**config.mk**
```make
export PLATFORM = sky130hd
export DESIGN_NAME = fp_addsub_iter
export DESIGN_NICKNAME = d
export VERILOG_FILES = /design/src/rtl/fpas_pkg.sv /design/src/rtl/fpas_unpack.sv /design/src/rtl/fpas_align_step.sv /design/src/rtl/fpas_combine.sv /design/src/rtl/fp_addsub_iter.sv
export SDC_FILE = /design/constraint.sdc
export NUM_CORES = 1
export LEC_CHECK = 0
export ABC_AREA = 1
export BUFFER_PORTS_ARGS = -buffer_cell sky130_fd_sc_hd__buf_4
export CORE_MARGIN = 2
export CORE_UTILIZATION = 25
export DETAILED_ROUTE_END_ITERATION = 16
export GPL_TIMING_DRIVEN = 0
export HOLD_SLACK_MARGIN = 0.12
export PLACE_DENSITY = 0.37
export SYNTH_ARGS = -nofsm -noshare
export SYNTH_HDL_FRONTEND = slang
export SYNTH_HIERARCHICAL = 1
export SYNTH_SLANG_ARGS = --single-unit
```
**constraint.sdc**
```tcl
create_clock -name clk -period 3.6 [get_ports clk]
set_input_delay 0.72 -clock clk [delete_from_list [all_inputs] [get_ports clk]]
set_output_delay 0.72 -clock clk [all_outputs]
set_load 0.05 [all_outputs]
```
**src/rtl/fpas_pkg.sv**
```systemverilog
`timescale 1ns/1ps
package fpas_pkg;
  typedef enum logic [2:0] {
    ST_IDLE,
    ST_ZCHK,
    ST_ALIGN,
    ST_ADD,
    ST_NORM
  } fpas_state_e;

  localparam int DEF_EXP_W  = 8;
  localparam int DEF_FRAC_W = 23;
  localparam int DEF_GUARD  = 1;
endpackage

```
**src/rtl/fpas_unpack.sv**
```systemverilog
`timescale 1ns/1ps
module fpas_unpack #(
  parameter int EXP_W  = 8,
  parameter int FRAC_W = 23,
  parameter int GUARD  = 1,
  localparam int WORD_W = 1 + EXP_W + FRAC_W,
  localparam int SIG_W  = FRAC_W + 1 + GUARD
) (
  input  logic [WORD_W-1:0] word_i,
  output logic              sign_o,
  output logic [EXP_W-1:0]  exp_o,
  output logic [SIG_W-1:0]  sig_o,
  output logic              zero_o
);
  // Restore the implied leading one and append guard zeros.
  function automatic logic [SIG_W-1:0] widen(input logic [FRAC_W-1:0] f);
    return {1'b1, f, {GUARD{1'b0}}};
  endfunction

  assign sign_o = word_i[WORD_W-1];
  assign exp_o  = word_i[WORD_W-2 -: EXP_W];
  assign sig_o  = widen(word_i[FRAC_W-1:0]);
  assign zero_o = (word_i[WORD_W-2:0] == '0);
endmodule

```
**src/rtl/fpas_align_step.sv**
```systemverilog
`timescale 1ns/1ps
module fpas_align_step #(
  parameter int EXP_W = 8,
  parameter int SIG_W = 25
) (
  input  logic [EXP_W-1:0] ea_i,
  input  logic [EXP_W-1:0] eb_i,
  input  logic [SIG_W-1:0] ma_i,
  input  logic [SIG_W-1:0] mb_i,
  output logic             equal_o,
  output logic             a_small_o,
  output logic [SIG_W-1:0] shifted_o,
  output logic [EXP_W-1:0] gap_o
);
  assign equal_o   = (ea_i == eb_i);
  assign a_small_o = (ea_i < eb_i);
  // One-position right shift of whichever significand has the lower exponent.
  assign shifted_o = a_small_o ? (ma_i >> 1) : (mb_i >> 1);
  assign gap_o     = a_small_o ? (eb_i - ea_i) : (ea_i - eb_i);
endmodule

```
**src/rtl/fpas_combine.sv**
```systemverilog
`timescale 1ns/1ps
module fpas_combine #(
  parameter int SIG_W = 25
) (
  input  logic             sa_i,
  input  logic             sb_i,
  input  logic [SIG_W-1:0] ma_i,
  input  logic [SIG_W-1:0] mb_i,
  output logic [SIG_W:0]   sum_o,
  output logic             sign_o
);
  function automatic logic [SIG_W:0] mag(input logic same, input logic [SIG_W-1:0] x,
                                         input logic [SIG_W-1:0] y);
    if (same)      return {1'b0, x} + {1'b0, y};
    else if (x >= y) return {1'b0, x} - {1'b0, y};
    else           return {1'b0, y} - {1'b0, x};
  endfunction

  assign sum_o  = mag(sa_i == sb_i, ma_i, mb_i);
  assign sign_o = (sa_i == sb_i) ? sa_i : ((ma_i >= mb_i) ? sa_i : sb_i);
endmodule

```
**src/rtl/fp_addsub_iter.sv**
```systemverilog
`timescale 1ns/1ps
module fp_addsub_iter #(
  parameter int EXP_W  = fpas_pkg::DEF_EXP_W,
  parameter int FRAC_W = fpas_pkg::DEF_FRAC_W,
  parameter int GUARD  = fpas_pkg::DEF_GUARD,
  localparam int WORD_W = 1 + EXP_W + FRAC_W,
  localparam int SIG_W  = FRAC_W + 1 + GUARD
) (
  input  logic              clk,
  input  logic              rst_n,
  input  logic              start,
  input  logic              op_sub,
  input  logic [WORD_W-1:0] a_in,
  input  logic [WORD_W-1:0] b_in,
  output logic              done,
  output logic [WORD_W-1:0] result,
  output logic              ovf,
  output logic              unf
);
  import fpas_pkg::*;

  localparam logic [EXP_W-1:0] EXP_TOP = '1;
  localparam logic [EXP_W-1:0] EXP_MIN = EXP_W'(1);

  fpas_state_e       state_q;
  logic [WORD_W-1:0] a_q, b_q, result_q;
  logic              sa_q, sb_q, rs_q;
  logic [EXP_W-1:0]  ea_q, eb_q, re_q;
  logic [SIG_W-1:0]  ma_q, mb_q, rm_q;
  logic              done_q, ovf_q, unf_q;

  logic             ua_s, ub_s, ua_z, ub_z;
  logic [EXP_W-1:0] ua_e, ub_e;
  logic [SIG_W-1:0] ua_m, ub_m;

  fpas_unpack #(.EXP_W(EXP_W), .FRAC_W(FRAC_W), .GUARD(GUARD)) u_unp_a (
    .word_i(a_q), .sign_o(ua_s), .exp_o(ua_e), .sig_o(ua_m), .zero_o(ua_z));
  fpas_unpack #(.EXP_W(EXP_W), .FRAC_W(FRAC_W), .GUARD(GUARD)) u_unp_b (
    .word_i(b_q), .sign_o(ub_s), .exp_o(ub_e), .sig_o(ub_m), .zero_o(ub_z));

  logic             al_equal, al_a_small;
  logic [SIG_W-1:0] al_shifted;
  logic [EXP_W-1:0] exp_gap;

  fpas_align_step #(.EXP_W(EXP_W), .SIG_W(SIG_W)) u_align (
    .ea_i(ea_q), .eb_i(eb_q), .ma_i(ma_q), .mb_i(mb_q),
    .equal_o(al_equal), .a_small_o(al_a_small), .shifted_o(al_shifted), .gap_o(exp_gap));

  logic [SIG_W:0] cb_sum;
  logic           cb_sign;

  fpas_combine #(.SIG_W(SIG_W)) u_comb (
    .sa_i(sa_q), .sb_i(sb_q), .ma_i(ma_q), .mb_i(mb_q), .sum_o(cb_sum), .sign_o(cb_sign));

  function automatic logic [WORD_W-1:0] pack(input logic s, input logic [EXP_W-1:0] e,
                                             input logic [SIG_W-1:0] m);
    return {s, e, m[SIG_W-2:GUARD]};
  endfunction

  // Named internal events, used by the checker.
  logic align_shift_ev, align_zero_ev, cancel_ev, carry_ev, ovf_ev, norm_shift_ev, unf_ev;
  assign align_shift_ev = (state_q == ST_ALIGN) && !al_equal && (al_shifted != '0);
  assign align_zero_ev  = (state_q == ST_ALIGN) && !al_equal && (al_shifted == '0);
  assign cancel_ev      = (state_q == ST_ADD) && (cb_sum == '0);
  assign carry_ev       = (state_q == ST_ADD) && cb_sum[SIG_W];
  assign ovf_ev         = carry_ev && (ea_q == EXP_TOP - EXP_MIN);
  assign norm_shift_ev  = (state_q == ST_NORM) && !rm_q[SIG_W-1] && (re_q != EXP_MIN);
  assign unf_ev         = (state_q == ST_NORM) && !rm_q[SIG_W-1] && (re_q == EXP_MIN);

  always_ff @(posedge clk or negedge rst_n) begin
    if (!rst_n) begin
      state_q <= ST_IDLE;
      a_q <= '0; b_q <= '0; result_q <= '0;
      sa_q <= 1'b0; sb_q <= 1'b0; rs_q <= 1'b0;
      ea_q <= '0; eb_q <= '0; re_q <= '0;
      ma_q <= '0; mb_q <= '0; rm_q <= '0;
      done_q <= 1'b0; ovf_q <= 1'b0; unf_q <= 1'b0;
    end else begin
      done_q <= 1'b0;
      unique case (state_q)
        ST_IDLE: begin
          if (start) begin
            a_q     <= a_in;
            b_q     <= {b_in[WORD_W-1] ^ op_sub, b_in[WORD_W-2:0]};
            state_q <= ST_ZCHK;
          end
        end
        ST_ZCHK: begin
          if (ua_z || ub_z) begin
            result_q <= ua_z ? b_q : a_q;
            ovf_q <= 1'b0; unf_q <= 1'b0; done_q <= 1'b1;
            state_q <= ST_IDLE;
          end else begin
            sa_q <= ua_s; ea_q <= ua_e; ma_q <= ua_m;
            sb_q <= ub_s; eb_q <= ub_e; mb_q <= ub_m;
            state_q <= ST_ALIGN;
          end
        end
        ST_ALIGN: begin
          if (al_equal) begin
            state_q <= ST_ADD;
          end else if (align_zero_ev) begin
            result_q <= al_a_small ? b_q : a_q;
            ovf_q <= 1'b0; unf_q <= 1'b0; done_q <= 1'b1;
            state_q <= ST_IDLE;
          end else if (al_a_small) begin
            ma_q <= al_shifted; ea_q <= ea_q + EXP_MIN;
          end else begin
            mb_q <= al_shifted; eb_q <= eb_q + EXP_MIN;
          end
        end
        ST_ADD: begin
          rs_q <= cb_sign;
          if (cancel_ev) begin
            result_q <= '0; ovf_q <= 1'b0; unf_q <= 1'b0; done_q <= 1'b1;
            state_q <= ST_IDLE;
          end else if (ovf_ev) begin
            result_q <= {cb_sign, EXP_TOP, {FRAC_W{1'b0}}};
            ovf_q <= 1'b1; unf_q <= 1'b0; done_q <= 1'b1;
            state_q <= ST_IDLE;
          end else begin
            if (carry_ev) begin
              rm_q <= cb_sum[SIG_W:1];
              re_q <= ea_q + EXP_MIN;
            end else begin
              rm_q <= cb_sum[SIG_W-1:0];
              re_q <= ea_q;
            end
            state_q <= ST_NORM;
          end
        end
        ST_NORM: begin
          if (rm_q[SIG_W-1]) begin
            result_q <= pack(rs_q, re_q, rm_q);
            ovf_q <= 1'b0; unf_q <= 1'b0; done_q <= 1'b1;
            state_q <= ST_IDLE;
          end else if (unf_ev) begin
            result_q <= '0; ovf_q <= 1'b0; unf_q <= 1'b1; done_q <= 1'b1;
            state_q <= ST_IDLE;
          end else begin
            rm_q <= rm_q << 1;
            re_q <= re_q - EXP_MIN;
          end
        end
        default: state_q <= ST_IDLE;
      endcase
    end
  end

  assign done   = done_q;
  assign result = result_q;
  assign ovf    = ovf_q;
  assign unf    = unf_q;
endmodule

```
==> metrics.txt, run 1 <==
outcome=complete, but fails checks; violated checks=setup timing; worst reg2reg path depth=24; layout cells sized above 1=0.268; Critical Path Start=ma_q[0]; GR peak layer=met2; vias in the first global route=19,900; worst r2r dst=rm_q[7]; routability cong.=0.943; Worst Setup Start Kind=register; PortBufs=102; IO Pins=103; # Max-Cap Violations=0; DP HPWL=66,800 µm; area grow syn2layout=35.2%; Fin. Hold Viols=0; RSZ-0062 raised after global routing=true; final setup margin=-11.2 ps; Die Height=276 µm; Num Clock Sinks=204; FF-to-FF setup slack=-10 ps; fmax=0.277 GHz; drt first pass iters=6; Final Max Slew Viols=0; row cnt=99; Worst-path clk slew=60 ps; met2 Resource Use GR=0.373; Post-route DRC=0; critical path data arrival time=4060 ps; Vias/cell=4.66; Crit. End Element=register; Worst Path Class, Setup=register to register; clock root buffer=clkbuf_16; H-tree depth=1; number of diodes=0; Reg2Reg Launch Point=ma_q[0]; Placeable Area=73,100 µm²; insertion delay of the later-clocked pin in the worst-skew pair=560 ps; DR WL/cell=20.4 µm; CP required=4040 ps; die width=276 µm; hold depth=3; final core utilization=0.342; worst clock skew=18.7 ps; Syn Inst Count=2,981; Min Clock Period, post-route=3610 ps; Vias=20,000; worst min path class=primary input to register; global-route wire length before repair=127,000 µm; Starting Density=0.253; drt initial violations=1,332; Die ar.=76,100 µm²; global route total overflow=0; met3 usage=0.0182; Max Fanout on Critical Path=8; CTS tree=built; global-route met1 utilization=0.316; number of setup violations in the final report=13; Slew @ Worst Pin=717 ps; Total Wirelength=87,400 µm; initial antenna violation count=0; Final ANT Viol Nets=0; number of synthesis warnings=6; Synth Cell Area=18,500 µm²; Min-Delay Endpoint=b_q[22]; All-Layer GR Usage=0.225; final period utilization=1.00; Net Count, Synth=3,150; Synth Area per Inst=6.20 µm²; hold wc startpoint=b_in[22]; CTS Buf Count=26; pin count of the biggest net entering global routing=83; Longest Clk Path Bufs=3; Post-layout nets=3,468; Slew HR=0.518
worst max path at each step:
stage / slack, ps / end
after floorplan: 560 / result[10]
after global routing: -190 / result[7]
after CTS: -20 / result[11]
after detailed placement: -1100 / result[8]
final: -10 / rm_q[7]
after global placement: -1110 / result[21]
through the flow:
step | instances | hold slack (ps) | setup WS [ps] | cell area (µm²) | TNS [ps]
floorplan | 2981 | 424 | 561 | 18500 | 0
finish | 4277 | 353 | -11.2 | 25000 | -81.5
global placement | 4042 | 471 | -1110 | 20400 | -87050
detailed placement | 4044 | 467 | -1100 | 20500 | -86510
global route | 4277 | 347 | -189 | 25000 | -9780
CTS | 4234 | 330 | -23.8 | 23800 | -187
per-layer routing:
metal | vias to the layer above | routed length, µm
met2 | 534 | 40100
met4 | 0 | 2760
li1 | 9843 | -
met5 | - | 0
met3 | 119 | 3430
met1 | 9455 | 41100
layout by cell type (no fill, tap or decap), types with 6 or more instances in the layout:
master      count
clkbuf_1       36
buf_2          21
nand3_1       108
buf_8          13
nand2_4        39
xor2_1         24
nand2_8         7
dfrtp_2        40
nor2_4         25
o21ai_2        26
a21oi_2         8
clkinv_2        9
o211ai_1        7
nor2_2         18
dfrtp_1       164
a21oi_1        84
nand2_2       100
o22ai_1         9
o2111ai_1      16
ha_4           16
buf_4         320
ha_1           76
inv_2          47
buf_6          48
clkbuf_16      36
nand2_1      1055
nand3_4        15
nor3_1          6
nand4_1        35
nand3_2        27
inv_1         365
nor2_1        158
o21ai_1        58
o21ai_0       182
buf_12         22
clkinvlp_4      6
flip-flops by register name, indices dropped and copies added (netlist names):
register and cells:
a_q 32, sb_q 1, b_q 32, sa_q 1, eb_q 8, mb_q 25, ma_q 25, rm_q 25
ovf 1, unf 1, re_q 8, done 1, ea_q 8, state_q 3, result 32, rs_q 1
worst max-delay path, cell delays in order, from the launching register on:
cell and delay, ps:
dfrtp_1 410, inv_1 60, ha_2 200, fa_2 400, inv_2 100, nand3_2 100, nand3_4 130, nand3_4 100
buf_12 140, nand2_8 140, buf_12 130, buf_16 110, nand3_2 60, nand3_2 100, nand2_4 100, nor2_4 140
nand3_4 90, nor2_4 170, nand2_4 90, nand3_4 140, buf_12 140, nand2_8 100, clkbuf_16 210, nand2_4 70
o21ai_2 50
cell type report:
cell class,instances,area [µm²]
clock inverters,13,150
well taps,959,1200
flip-flops and latches,204,5150
plain buffers,182,1500
inverters,422,1610
clock buffers,34,732
repair buffers,294,2680
multi-input cells,2169,11900
fillers,8114,48100
repair_timing:
action,CTS,global route
hold endpoints to repair,53,0
gates resized for setup,324,235
setup buffers,138,36
hold buffers,1,0
gates cloned,5,12
pin swaps,72,75
endpoints found under the setup margin,135,135
Power of run 1 is not shown: default switching activity piles up to over one toggle a cycle in this logic, so the estimate is an artifact.
==> run 2: changes to the inputs <==
--- a/config.mk
+++ b/config.mk
@@ -5,14 +5,13 @@
 export SDC_FILE = /design/constraint.sdc
 export NUM_CORES = 1
 export LEC_CHECK = 0
-export ABC_AREA = 1
 export BUFFER_PORTS_ARGS = -buffer_cell sky130_fd_sc_hd__buf_4
 export CORE_MARGIN = 2
 export CORE_UTILIZATION = 25
 export DETAILED_ROUTE_END_ITERATION = 16
 export GPL_TIMING_DRIVEN = 0
 export HOLD_SLACK_MARGIN = 0.12
-export PLACE_DENSITY = 0.37
+export PLACE_DENSITY = 0.38
 export SYNTH_ARGS = -nofsm -noshare
 export SYNTH_HDL_FRONTEND = slang
 export SYNTH_HIERARCHICAL = 1
==> run 2 against run 1 <==
The flow still finishes with violations (setup timing). Flip-flop and latch count unchanged. Synthesized area decreased by 13%. Die area fell by 13%. Synthesized cell count shrank 42%. Utilization decreased by 1.0 points. Global-route usage fell by 3.5 points. Count of clock-buffer cells in the layout down 3. Critical path type unchanged. Largest cell class unchanged.
==> metrics.txt, run 2 <==
DP HPWL=48,900 µm (-27%); hold depth=2 (-1); Synth Area per Inst=9.23 µm² (+49%); Total Wirelength=64,000 µm (-27%); worst reg2reg path depth=21 (-13%); Slew HR=0.279 (-0.238); All-Layer GR Usage=0.190 (-0.0347); insertion delay of the later-clocked pin in the worst-skew pair=540 ps (-20 ps); Die Height=257 µm (-6.9%); Vias=14,200 (-29%); drt first pass iters=5 (-1); Reg2Reg Launch Point=mb_q[8]; outcome=complete, but fails checks; initial antenna violation count=0 (unchanged); Placeable Area=63,200 µm² (-14%); routability cong.=0.892 (-5.4%); CP required=4000 ps (-40 ps); RSZ-0062 raised after global routing=true; drt initial violations=1,171 (-12%); Worst Setup Start Kind=register; worst r2r dst=result[30]; Net Count, Synth=1,901 (-40%); # Max-Cap Violations=0 (unchanged); Worst-path clk slew=60 ps (about the same); violated checks=setup timing; layout cells sized above 1=0.390 (+0.121); final period utilization=1.30 (+0.301); Post-route DRC=0 (unchanged); Post-layout nets=2,143 (-38%); fill count=6,566 (-19%); H-tree depth=1 (unchanged); die width=257 µm (-6.9%); number of diodes=0 (unchanged); critical path data arrival time=5100 ps (+1040 ps); area grow syn2layout=31.0%; Die ar.=66,000 µm² (-13%); global-route wire length before repair=96,000 µm (-25%); Min Clock Period, post-route=4700 ps (+1080 ps); row cnt=92 (-7.1%); PortBufs=102 (unchanged); DR WL/cell=22.6 µm (+11%); final setup margin=-1100 ps (-1080 ps); Fin. Hold Viols=0 (unchanged); Slew @ Worst Pin=1080 ps (+360 ps); global route total overflow=0 (unchanged); Final Non-Filler Cells=2,832 (-34%); vias in the first global route=14,500 (-27%); number of synthesis warnings=6 (unchanged); Placed Cells=2,682 (-34%); CTS Buf Count=22 (-15%); Worst Path Class, Setup=register to register; FF-to-FF setup slack=-1100 ps (-1080 ps); pin count of the biggest net entering global routing=110 (+33%); fmax=0.213 GHz (-23%); Min-Delay Endpoint=b_q[16]; most common cell after layout, fill and taps aside=buf_4; clock root buffer=clkbuf_16; Critical Path Start=mb_q[8]; Crit. End Element=register; number of setup violations in the final report=111 (+98); Final Max Slew Viols=0 (unchanged); Max Fanout on Critical Path=10 (+2); CTS tree=built; IO Pins=103 (unchanged); Num Clock Sinks=204 (unchanged); Longest Clk Path Bufs=3 (unchanged); Synth Cell Area=16,000 µm² (-13%); hold wc startpoint=b_in[16]; commonest non-fill, non-tap cells in the layout=268 x buf_4, 222 x nand2_1, 171 x dfrtp_1; worst min path class=primary input to register; Starting Density=0.253 (about the same); Final ANT Viol Nets=0 (unchanged); worst clock skew=26.6 ps (+7.91 ps); Syn Inst Count=1,732 (-42%); Vias/cell=5.02 (+7.6%)
==> run 2: changes by cell type in the layout (fill, tap and decap cells not counted), sizes merged, moves of 97 or more <==
cell / before / now
nor2: 203 / 73
buf: 429 / 332
o21ai: 268 / 63
mux2: 2 / 177
nand3: 150 / 36
inv: 415 / 124
nand2: 1201 / 227
==> run 2: cell type report <==
class	count	area, µm²	share of cell area
inverter	124	480	0.0229
clock buffer	31	624	0.0298
multi-input combinational	1239	10600	0.505
sequential	204	5150	0.246
buffer	165	1210	0.0577
timing repair buffer	218	1780	0.0851
clock inverter	5	63.8	0.00305
tap	846	1060	0.0505
==> run 2: worst max path at each step <==
| stage | endpoint | depth (start not counted) | slack (ps) |
|---|---|---|---|
| finish | result[30] | 21 | -1100 |
| global route | rm_q[18] | 22 | -1200 |
| CTS | result[28] | 20 | -1130 |
| detailed placement | result[27] | 18 | -2530 |
| global placement | result[30] | 18 | -2610 |
| floorplan | rm_q[0] | 16 | -610 |
==> run 2: what timing repair did <==
action	CTS	global route
endpoints found under the setup margin	135	130
hold buffers	1	0
pin swaps	73	22
setup buffers	101	15
hold endpoints to repair	1	0
resized for setup	250	50
==> run 2: worst max-delay path, cell delays in order, from the launching register on <==
cell	delay (ps)
dfrtp_2	450
ha_1	300
buf_6	150
nand4_1	130
buf_4	140
nor4_2	40
a311oi_2	310
and3_4	290
nand2_8	90
buf_12	170
mux2i_4	190
o211ai_1	360
xor2_4	210
nor4_1	310
nand4_1	140
buf_6	160
nor4_4	250
buf_4	180
nor4_4	50
buf_6	170
buf_12	130
mux2_4	290
==> run 2: metrics by stage <==
| stage | hold slack, ps | cell area [µm²] | setup slack (ps) | setup TNS, ps | utilization |
|---|---|---|---|---|---|
| 3_3_place_gp | 465 | 18000 | -2610 | -216420 | 0.284 |
| 2_1_floorplan | 424 | 16100 | -610 | -30990 | - |
| 3_5_place_dp | 462 | 18000 | -2530 | -210800 | 0.285 |
| 5_1_grt | 395 | 20900 | -1200 | -87960 | 0.331 |
| 6_report | 408 | 20900 | -1100 | -73250 | 0.331 |
| 4_1_cts | 384 | 20600 | -1130 | -77640 | 0.327 |
==> run 2: layer usage <==
metal,GRT usage,share of wire,up-vias
met3,0.0185,0.044,71
met4,0.0578,0.028,0
met5,0,0,-
met1,0.278,0.48,7093
li1,-,-,6617
met2,0.296,0.44,432
Power of run 2 is left out for the same reason.
==> run 3: changes to the inputs <==
--- a/config.mk
+++ b/config.mk
@@ -6,7 +6,6 @@
 export NUM_CORES = 1
 export LEC_CHECK = 0
 export BUFFER_PORTS_ARGS = -buffer_cell sky130_fd_sc_hd__buf_4
-export CORE_MARGIN = 2
 export CORE_UTILIZATION = 25
 export DETAILED_ROUTE_END_ITERATION = 16
 export GPL_TIMING_DRIVEN = 0
==> run 3 against run 2 <==
Wire length rose by 0.89%. The flow still finishes with violations (setup timing). Worst setup slack got worse by 50 ps. Largest cell class unchanged. Critical path depth shrank 3. Die area shrank 1.6%. Worst hold slack better by 1.5 ps. First-iteration DRC count decreased by 16%. Count of clock-buffer cells in the layout rose by 5. Fmax down 1.1%. Register-to-register slack got worse by 50 ps.
==> metrics.txt, run 3 (same netlist as run 2, synthesis figures left out) <==
outcome=complete, but fails checks; violated checks=setup timing; vias in the first global route=14,200 (-1.7%); CTS tree=built; row cnt=92 (unchanged); Post-layout nets=2,157 (+0.65%); initial antenna violation count=0 (unchanged); IO Pins=103 (unchanged); Post-route DRC=0 (unchanged); number of diodes=0 (unchanged); DR WL/cell=22.7 µm (+0.29%); RSZ-0062 raised after global routing=true; Slew @ Worst Pin=1160 ps (+84.5 ps); clock root buffer=clkbuf_16; Final ANT Viol Nets=0 (unchanged); insertion delay of the later-clocked pin in the worst-skew pair=540 ps (about the same); die width=255 µm (-0.78%); # Max-Cap Violations=0 (unchanged); CTS Buf Count=23 (+4.5%); Longest Clk Path Bufs=3 (unchanged); All-Layer GR Usage=0.194 (+0.00369); critical-path cell list=ha_4, buf_6, nand4_1, nor4_2, a311oi_2, and3_4, buf_12, a211oi_4, a211o_1, o31ai_1, xor2_2, or4_4, nor4_4, buf_4, or3_4, inv_8, buf_12, mux2_4; layout cells sized above 1=0.411 (+0.0212); final setup TNS=-84,200 ps (-10,950 ps); Largest stage delay, worst path=510 ps (+60 ps); cell mode on critical path=buf_12; routability cong.=0.887 (-0.62%); Worst Setup Start Kind=register; Placeable Area=63,100 µm² (-0.18%); Die Height=255 µm (-0.78%); Crit. End Element=register; Vias/cell=5.00 (-0.38%); final period utilization=1.32 (+0.0139); cell family with most CP delay=simple AND/OR/NAND/NOR gates; multi-input logic area=10,900 µm² (+3.3%); number of setup violations in the final report=135 (+22%); PortBufs=102 (unchanged); area grow syn2layout=35.8%; Total Wirelength=64,600 µm (+0.89%); Die ar.=65,000 µm² (-1.6%); CP Buf/Inv Count=5 (-2); Final Max Slew Viols=0 (unchanged); Worst Path Class, Setup=register to register; DP HPWL=48,900 µm (+0.15%); Min Clock Period, post-route=4740 ps (+49.9 ps); Num Clock Sinks=204 (unchanged); hold_ws=410 ps (+1.49 ps); Fin. Hold Viols=0 (unchanged); global-route wire length before repair=94,300 µm (-1.7%); Starting Density=0.253 (+0.000462); Slew HR=0.223 (-0.0565); Vias=14,200 (+0.22%); final setup margin=-1140 ps (-49.9 ps); pin count of the biggest net entering global routing=96 (-13%); worst min path class=primary input to register; Worst-path clk slew=60 ps (about the same); global route total overflow=0 (unchanged); most common cell after layout, fill and taps aside=buf_4; fill count=6,568 (+0.030%); drt initial violations=984 (-16%); H-tree depth=1 (unchanged); worst clock skew=11.7 ps (-15.0 ps); CP required=4020 ps (+20 ps); Setup WS pre-CTS=-2540 ps (-13.1 ps); Slowest-stage cell, CP=or4_4; fmax=0.211 GHz (-1.1%); critical path data arrival time=5170 ps (+70 ps); FF-to-FF setup slack=-1140 ps (-50 ps); Max Fanout on Critical Path=10 (unchanged); drt first pass iters=8 (+3); FF+latch area=5150 µm² (about the same); commonest non-fill, non-tap cells in the layout=264 x buf_4, 221 x nand2_1, 169 x dfrtp_1
-- run 3: changes by cell type in the layout (fill, tap and decap cells not counted), moves of 4 or more --
cell       change
buf_12         +6
clkbuf_16      +7
nand3_1        -5
clkbuf_4       -5
buf_6         +10
xnor2_4        +4
buf_4          -4
-- run 3: layer usage --
layer,vias to the layer above,track usage,share of wire
met4,0,0.0657,0.033
met2,386,0.299,0.45
met5,-,0,0
met3,87,0.0204,0.044
li1,6639,-,-
met1,7132,0.280,0.48
-- run 3: path summary, 6_finish.rpt --
path,endpoint,cells past startpoint,startpoint
setup / recovery,rm_q[17],18,mb_q[9]
hold / removal,a_q[24],2,a_in[24]
setup reg to reg,rm_q[17],18,mb_q[9]
hold reg to reg,rs_q,2,rs_q
max in group asynchronous,b_q[28],3,rst_n
min in group asynchronous,result[5],2,rst_n
-- run 3: what timing repair did --
item	CTS	global route
hold buffers	1	0
pin swaps	31	93
gates cloned	0	7
setup endpoints to repair	135	136
buffers inserted	45	79
gates resized for setup	123	265
endpoints found under the hold margin	47	0
-- run 3: cell type report --
cell class | instances | area share
Buffer | 163 | 0.0578
Clock buffer | 36 | 0.0320
Clock inverter | 4 | 0.00369
Inverter | 124 | 0.0224
Multi-Input combinational cell | 1239 | 0.503
Sequential cell | 204 | 0.237
Tap cell | 846 | 0.0488
Timing Repair Buffer | 233 | 0.0947
-- run 3: per-stage QoR --
| stage | instances | utilization | area [µm²] |
|---|---|---|---|
| after CTS | 2768 | 0.313 | 19800 |
| final | 2849 | 0.344 | 21700 |
| after global placement | 2680 | 0.285 | 18000 |
| after global routing | 2849 | 0.344 | 21700 |
| after floorplan | 1732 | - | 16100 |
| after detailed placement | 2682 | 0.286 | 18000 |
-- run 3: worst reg2reg max path: stages (launching register included) --
cell	delay [ps]
dfrtp_2	490
ha_4	300
buf_6	110
nand4_1	230
nor4_2	370
a311oi_2	180
and3_4	250
buf_12	160
a211oi_4	250
a211o_1	240
o31ai_1	140
xor2_2	240
or4_4	510
nor4_4	290
buf_4	180
or3_4	180
inv_8	60
buf_12	160
mux2_4	300
Power of run 3 is left out for the same reason.
